File: config.mk
export PLATFORM = sky130hd
export DESIGN_NAME = dac_sfr_frontend
export DESIGN_NICKNAME = d
export VERILOG_FILES = /design/src/rtl/dac_sfr_pkg.sv /design/src/rtl/dac_ctrl_reg.sv /design/src/rtl/dac_data_regs.sv /design/src/rtl/dac_code_latch.sv /design/src/rtl/dac_sfr_frontend.sv
export SDC_FILE = /design/constraint.sdc
export NUM_CORES = 1
export LEC_CHECK = 0
export BUFFER_PORTS_ARGS = -buffer_cell sky130_fd_sc_hd__buf_2
export CAP_MARGIN = 30
export CORE_ASPECT_RATIO = 1.2
export CORE_UTILIZATION = 36
export CTS_BUF_LIST = sky130_fd_sc_hd__clkbuf_16
export DETAILED_ROUTE_END_ITERATION = 8
export SETUP_SLACK_MARGIN = 0.5
export SLEW_MARGIN = 10
export SYNTH_ARGS = -nofsm -noshare
export SYNTH_HDL_FRONTEND = slang
export SYNTH_HIERARCHICAL = 1
export SYNTH_SLANG_ARGS = --single-unit
File: constraint.sdc
create_clock -name clk -period 1.4 [get_ports clk]
set_clock_uncertainty 0.2 [all_clocks]
set_input_delay 0.07 -clock clk [delete_from_list [all_inputs] [get_ports clk]]
set_output_delay 0.07 -clock clk [all_outputs]
set_load 0.01 [all_outputs]
File: src/rtl/dac_sfr_pkg.sv
package dac_sfr_pkg;
  localparam int BUS_W  = 8;
  localparam int ADDR_W = 8;
  localparam int CODE_W = 12;
  localparam int HI_W   = CODE_W - BUS_W;

  // Control register layout: bit positions are software visible
  typedef struct packed {
    logic [2:0] rsvd;
    logic       pin_alt;    // bit 4
    logic       byte_mode;  // bit 3
    logic       ref_vdd;    // bit 2
    logic       keep;       // bit 1, 0 clears data
    logic       enable;     // bit 0
  } ctrl_t;

  localparam logic [BUS_W-1:0] CTRL_WMASK = 8'h1F;
endpackage

File: src/rtl/dac_ctrl_reg.sv
module dac_ctrl_reg
  import dac_sfr_pkg::*;
(
  input  logic             clk,
  input  logic             rst_n,
  input  logic             we,
  input  logic [BUS_W-1:0] wdata,
  output ctrl_t            ctrl
);
  logic [BUS_W-1:0] ctrl_q;

  always_ff @(posedge clk or negedge rst_n) begin
    if (!rst_n)  ctrl_q <= '0;
    else if (we) ctrl_q <= wdata & CTRL_WMASK;
  end

  assign ctrl = ctrl_t'(ctrl_q);

  assert_rsvd_zero_R4: assert property (@(posedge clk) disable iff (!rst_n)
    ctrl.rsvd == 3'b000);
  assert_ctrl_store_R2: assert property (@(posedge clk) disable iff (!rst_n)
    we |=> ctrl.enable == $past(wdata[0]));
endmodule

File: src/rtl/dac_data_regs.sv
module dac_data_regs
  import dac_sfr_pkg::*;
(
  input  logic             clk,
  input  logic             rst_n,
  input  logic             keep,
  input  logic             we_lo,
  input  logic             we_hi,
  input  logic [BUS_W-1:0] wdata,
  output logic [BUS_W-1:0] lo_q,
  output logic [HI_W-1:0]  hi_q
);
  always_ff @(posedge clk or negedge rst_n) begin
    if (!rst_n) begin
      lo_q <= '0;
      hi_q <= '0;
    end else if (!keep) begin
      lo_q <= '0;
      hi_q <= '0;
    end else begin
      if (we_lo) lo_q <= wdata;
      if (we_hi) hi_q <= wdata[HI_W-1:0];
    end
  end

  assert_clear_regs_R9: assert property (@(posedge clk) disable iff (!rst_n)
    !keep |=> (lo_q == '0) && (hi_q == '0));
  assert_hi_store_R10: assert property (@(posedge clk) disable iff (!rst_n)
    (keep && we_hi) |=> hi_q == $past(wdata[HI_W-1:0]));
endmodule

File: src/rtl/dac_code_latch.sv
module dac_code_latch
  import dac_sfr_pkg::*;
(
  input  logic              clk,
  input  logic              rst_n,
  input  logic              keep,
  input  logic              byte_mode,
  input  logic              load,
  input  logic [HI_W-1:0]   hi_stage,
  input  logic [BUS_W-1:0]  lo_new,
  output logic [CODE_W-1:0] code
);
  logic [CODE_W-1:0] code_next;

  generate
    if (CODE_W > BUS_W) begin : g_pad
      always_comb begin
        if (byte_mode) code_next = {lo_new, {(CODE_W-BUS_W){1'b0}}};
        else           code_next = {hi_stage, lo_new};
      end
    end else begin : g_narrow
      always_comb code_next = lo_new[BUS_W-1 -: CODE_W];
    end
  endgenerate

  always_ff @(posedge clk or negedge rst_n) begin
    if (!rst_n)     code <= '0;
    else if (!keep) code <= '0;
    else if (load)  code <= code_next;
  end

  assert_code_hold_R5: assert property (@(posedge clk) disable iff (!rst_n)
    (keep && !load) |=> $stable(code));
  assert_load_12b_R6: assert property (@(posedge clk) disable iff (!rst_n)
    (keep && load && !byte_mode) |=> code[BUS_W-1:0] == $past(lo_new));
  assert_load_8b_R7: assert property (@(posedge clk) disable iff (!rst_n)
    (keep && load && byte_mode) |=> code[CODE_W-1 -: BUS_W] == $past(lo_new));
  assert_clear_code_R9: assert property (@(posedge clk) disable iff (!rst_n)
    !keep |=> code == '0);
endmodule

File: src/rtl/dac_sfr_frontend.sv
module dac_sfr_frontend
  import dac_sfr_pkg::*;
#(
  parameter logic [7:0] LO_ADDR   = 8'hFB,
  parameter logic [7:0] HI_ADDR   = 8'hFC,
  parameter logic [7:0] CTRL_ADDR = 8'hFD
) (
  input  logic               clk,
  input  logic               rst_n,
  input  logic               sfr_we,
  input  logic [ADDR_W-1:0]  sfr_addr,
  input  logic [BUS_W-1:0]   sfr_wdata,
  output logic [BUS_W-1:0]   sfr_rdata,
  output logic [CODE_W-1:0]  dac_code,
  output logic               dac_pd,
  output logic               dac_oe,
  output logic               dac_ref_vdd,
  output logic               dac_pin_alt
);
  ctrl_t            ctrl;
  logic             hit_lo, hit_hi, hit_ctrl;
  logic [BUS_W-1:0] lo_q;
  logic [HI_W-1:0]  hi_q;

  assign hit_lo   = sfr_addr == LO_ADDR;
  assign hit_hi   = sfr_addr == HI_ADDR;
  assign hit_ctrl = sfr_addr == CTRL_ADDR;

  dac_ctrl_reg u_ctrl (
    .clk(clk), .rst_n(rst_n), .we(sfr_we && hit_ctrl),
    .wdata(sfr_wdata), .ctrl(ctrl)
  );

  dac_data_regs u_data (
    .clk(clk), .rst_n(rst_n), .keep(ctrl.keep),
    .we_lo(sfr_we && hit_lo), .we_hi(sfr_we && hit_hi),
    .wdata(sfr_wdata), .lo_q(lo_q), .hi_q(hi_q)
  );

  dac_code_latch u_code (
    .clk(clk), .rst_n(rst_n), .keep(ctrl.keep),
    .byte_mode(ctrl.byte_mode), .load(sfr_we && hit_lo),
    .hi_stage(hi_q), .lo_new(sfr_wdata), .code(dac_code)
  );

  always_comb begin
    if (hit_lo)        sfr_rdata = lo_q;
    else if (hit_hi)   sfr_rdata = {{(BUS_W-HI_W){1'b0}}, hi_q};
    else if (hit_ctrl) sfr_rdata = ctrl;
    else               sfr_rdata = '0;
  end

  assign dac_oe      = ctrl.enable;
  assign dac_pd      = !ctrl.enable;
  assign dac_ref_vdd = ctrl.ref_vdd;
  assign dac_pin_alt = ctrl.pin_alt;

  assert_oe_follows_R2: assert property (@(posedge clk) disable iff (!rst_n)
    (sfr_we && hit_ctrl) |=> (dac_oe == $past(sfr_wdata[0])) && (dac_pd == !$past(sfr_wdata[0])));
  assert_range_R3: assert property (@(posedge clk) disable iff (!rst_n)
    (sfr_we && hit_ctrl) |=> dac_ref_vdd == $past(sfr_wdata[2]));
  assert_pin_R4: assert property (@(posedge clk) disable iff (!rst_n)
    (sfr_we && hit_ctrl) |=> dac_pin_alt == $past(sfr_wdata[4]));
  assert_no_decode_R11: assert property (@(posedge clk) disable iff (!rst_n)
    (sfr_we && !hit_lo && !hit_hi && !hit_ctrl && ctrl.keep) |=> $stable(dac_code));
  assert_hi_only_R5: assert property (@(posedge clk) disable iff (!rst_n)
    (sfr_we && hit_hi && ctrl.keep) |=> $stable(dac_code));
endmodule

==> metrics <==
effective utilization at floorplan=0.3831; number of clock sinks=29; drt via density=around 5.0; Non-Filler Instances=between 200 and 300; worst path required time=between 1000 and 1500 ps; arrival time worst endpoint=1300 ps; smallest hold slack=-368.1 ps; CTS H-tree depth=2; global-route wire length before repair=6.099 mm; GR met2 Demand/Resource=0.3262; highest-utilization routing layer at the global route stage=met2; Final Total Pwr=0.002018 W; number of buffers created by CTS=5; commonest cells after routing, fill and taps aside=sky130_fd_sc_hd__buf_2 (38), sky130_fd_sc_hd__dfrtp_1 (29), sky130_fd_sc_hd__buf_4 (18); via count of the routed design=1,297; Top-Level Pins=43; commonest non-fill, non-tap cell in the layout=sky130_fd_sc_hd__buf_2; clock input transition at the sequential cells of the worst setup and hold paths=50 ps; post-route clock period utilization=1.124; Final Wtd Congestion=0.7701; CP max stage delay=380 ps; die width=61.59 um; initial antenna violation count=0; detailed-placement wirelength estimate=between 2 and 3 mm; Worst Setup Path Type=flip-flop to primary output; Max Transition Viols Final=0; Synth Warn #=6; TritonCTS clock tree=built; Worst Hold Class=input port to asynchronous set/reset pin; actual transition at the worst max-transition pin=670.2 ps; switching power=0.0004482 W; Clock Root Buffer=sky130_fd_sc_hd__clkbuf_16; startpoint class of the critical path=flip-flop; setup violators final=4; final core utilization=0.5809; largest fanout on the critical path=2; first-pass iteration count of the detailed router=4; layout overhead on the synthesized area=51.63%; final critical delay including setup and external delays=1573 ps; design internal power=0.001569 W; routed length per placed instance=15.66 um; die height=73.51 um; cell area after technology mapping=around 1500 um^2; Final Routed Wirelength=4.039 mm; Pwr Density=between 800 and 900 nW/um^2; count of buffers from port buffering=42; area of the die=4527 um^2; category of the worst setup path capture point=primary output; met3 Usage GRT=0.05634; pin count of the biggest net entering global routing=30; met1 Usage GRT=0.2249; grt total ovfl=0; remaining routing DRC violations=0; #FFs+latches synth=29; share of synthesized area occupied by flip-flops and latches=0.4731; row count=25; clock network latency to the later pin of the worst-skew pair=between 200 and 300 ps; number of global-route vias before repair=1,258; number of max-capacitance violations reported=0; pre-CTS setup slack=-89.38 ps; drt first-iter violations=57; count of mapped cells out of synthesis=around 140; placed cell count=235; Final ANT Viol Nets=0; all-layer global routing usage=0.1916; sw frac=0.2222; Leak=1.042 nW; result of the run=finished with violations; mean instance size in the synthesized netlist=11.12 um^2; unrepaired setup endpoints after global routing=true; Layout Nets=223; Core Box Area=4004 um^2; relative contribution of combinational cells to total power=0.092; worst vdd ir=0.0006221 V; clock network fraction of design power=0.486; share of power burned in registers=0.423; violated checks=negative hold slack, negative setup slack; layout cell share with drive strength beyond 1=0.5245; library cells used by synthesis=24; antenna diode count=0; series of cell instances along the critical path=mux2_4, a32oi_2, nor2_1, buf_2; worst-case setup margin in the final layout=-173.2 ps; slowest stage cell on the critical path=sky130_fd_sc_hd__dfrtp_1; CTS max path bufs=2; Max-Slew Margin vs Limit=0.5532; count of final hold-check violations=56; achievable frequency=635.6 MHz
-- what timing repair did --
item	4_1_cts	5_1_grt
cloned	2	1
gates resized for setup	30	11
pin swaps	10	7
hold endpoints to repair	56	52
setup endpoints to repair	53	53
setup buffers	8	5
-- area by class of cell --
cell class	count	area (um^2)
Tap cell	54	67.56
Multi-Input combinational cell	97	850.8
Clock inverter	2	7.507
Fill cell	365	1678
Clock buffer	5	125.1
Timing Repair Buffer	70	545.5
Sequential cell	29	725.7
Inverter	1	3.754
-- Yosys cell counts, drive strengths merged --
library cell,n,area (um^2)
mux2,9,116.4
a32oi,4,35.03
inv,1,3.750
dfrtp,29,725.7
conb,1,3.750
a21oi,8,40.04
a21boi,4,30.03
nor3,1,5.000
nand2b,4,25.02
nor2,10,37.54
o21ai,8,40.04
buf,12,93.83
nand3,1,5.000
a22oi,4,30.03
nand4,1,6.260
mux2i,20,200.2
and4b,2,20.02
nor2b,12,75.07
nand2,2,7.510
nand3b,4,30.03
clkbuf,1,3.750
-- layer usage --
layer  vias up  routed length [um]
met1       648                1667
met2        23                2169
met5         -                   0
met4         0                  41
met3         7                 161
li1        619                   -
-- registers in the layout (all words and copies together), names as in the netlist --
name	cells
u_ctrl/ctrl	5
u_data/lo_q	8
u_code/code	12
u_data/hi_q	4
-- worst paths after layout --
kind                                       startpoint  cells after the start  slack (ps)                    endpoint
max                        u_data/hi_q[3]$_DFFE_PN0P_                      4        -170                sfr_rdata[3]
min                                             rst_n                      1        -370  u_code/code[8]$_DFFE_PN0P_
max reg2reg                u_ctrl/ctrl[0]$_DFFE_PN0P_                      3         190  u_ctrl/ctrl[0]$_DFFE_PN0P_
min reg2reg                u_ctrl/ctrl[4]$_DFFE_PN0P_                      1         350  u_ctrl/ctrl[4]$_DFFE_PN0P_
max in group asynchronous                       rst_n                      1         930  u_ctrl/ctrl[4]$_DFFE_PN0P_
min in group clk                         sfr_wdata[1]                      3         -90  u_code/code[1]$_DFFE_PN0P_
-- critical path, delay by kind of cell (launching register included) --
family | cells | cell delay, ps
and+or+nand+nor | 1 | 60
DFF | 1 | 380
AOI/OAI and AO/OA | 1 | 170
muxes | 1 | 280
buffers and inverters | 1 | 130
-- kinds of logic (layout without fill, tap and decap cells) --
family                 Yosys count  in the layout  synth area share
and+or+nand+nor                 37             37            0.1378
other                            1              3          0.002445
AOI/OAI and AO/OA               28             28            0.1142
muxes                           29             29            0.2064
DFF                             29             29            0.4731
buffers and inverters           14             78           0.06606
-- stage by stage --
step                TNS (ps)  cell area [um^2]  hold slack [ps]
floorplan                  0              1594           -425.6
global route          -806.1              2326           -314.8
global placement      -461.4              1858           -75.13
detailed placement    -709.4              1858           -61.46
finish                -605.3              2326           -368.1
CTS                   -622.5              2206           -355.2
-- power groups by stage --
stage	clock network (W)	logic, W	registers, W
2_1_floorplan	0	0.0000792	0.000869
6_report	0.000980	0.000185	0.000853
5_1_grt	0.00104	0.000200	0.000853
4_1_cts	0.000998	0.000173	0.000853
3_5_place_dp	0	0.000154	0.000865
3_3_place_gp	0	0.000152	0.000865
(Power assumes the default switching activity.)
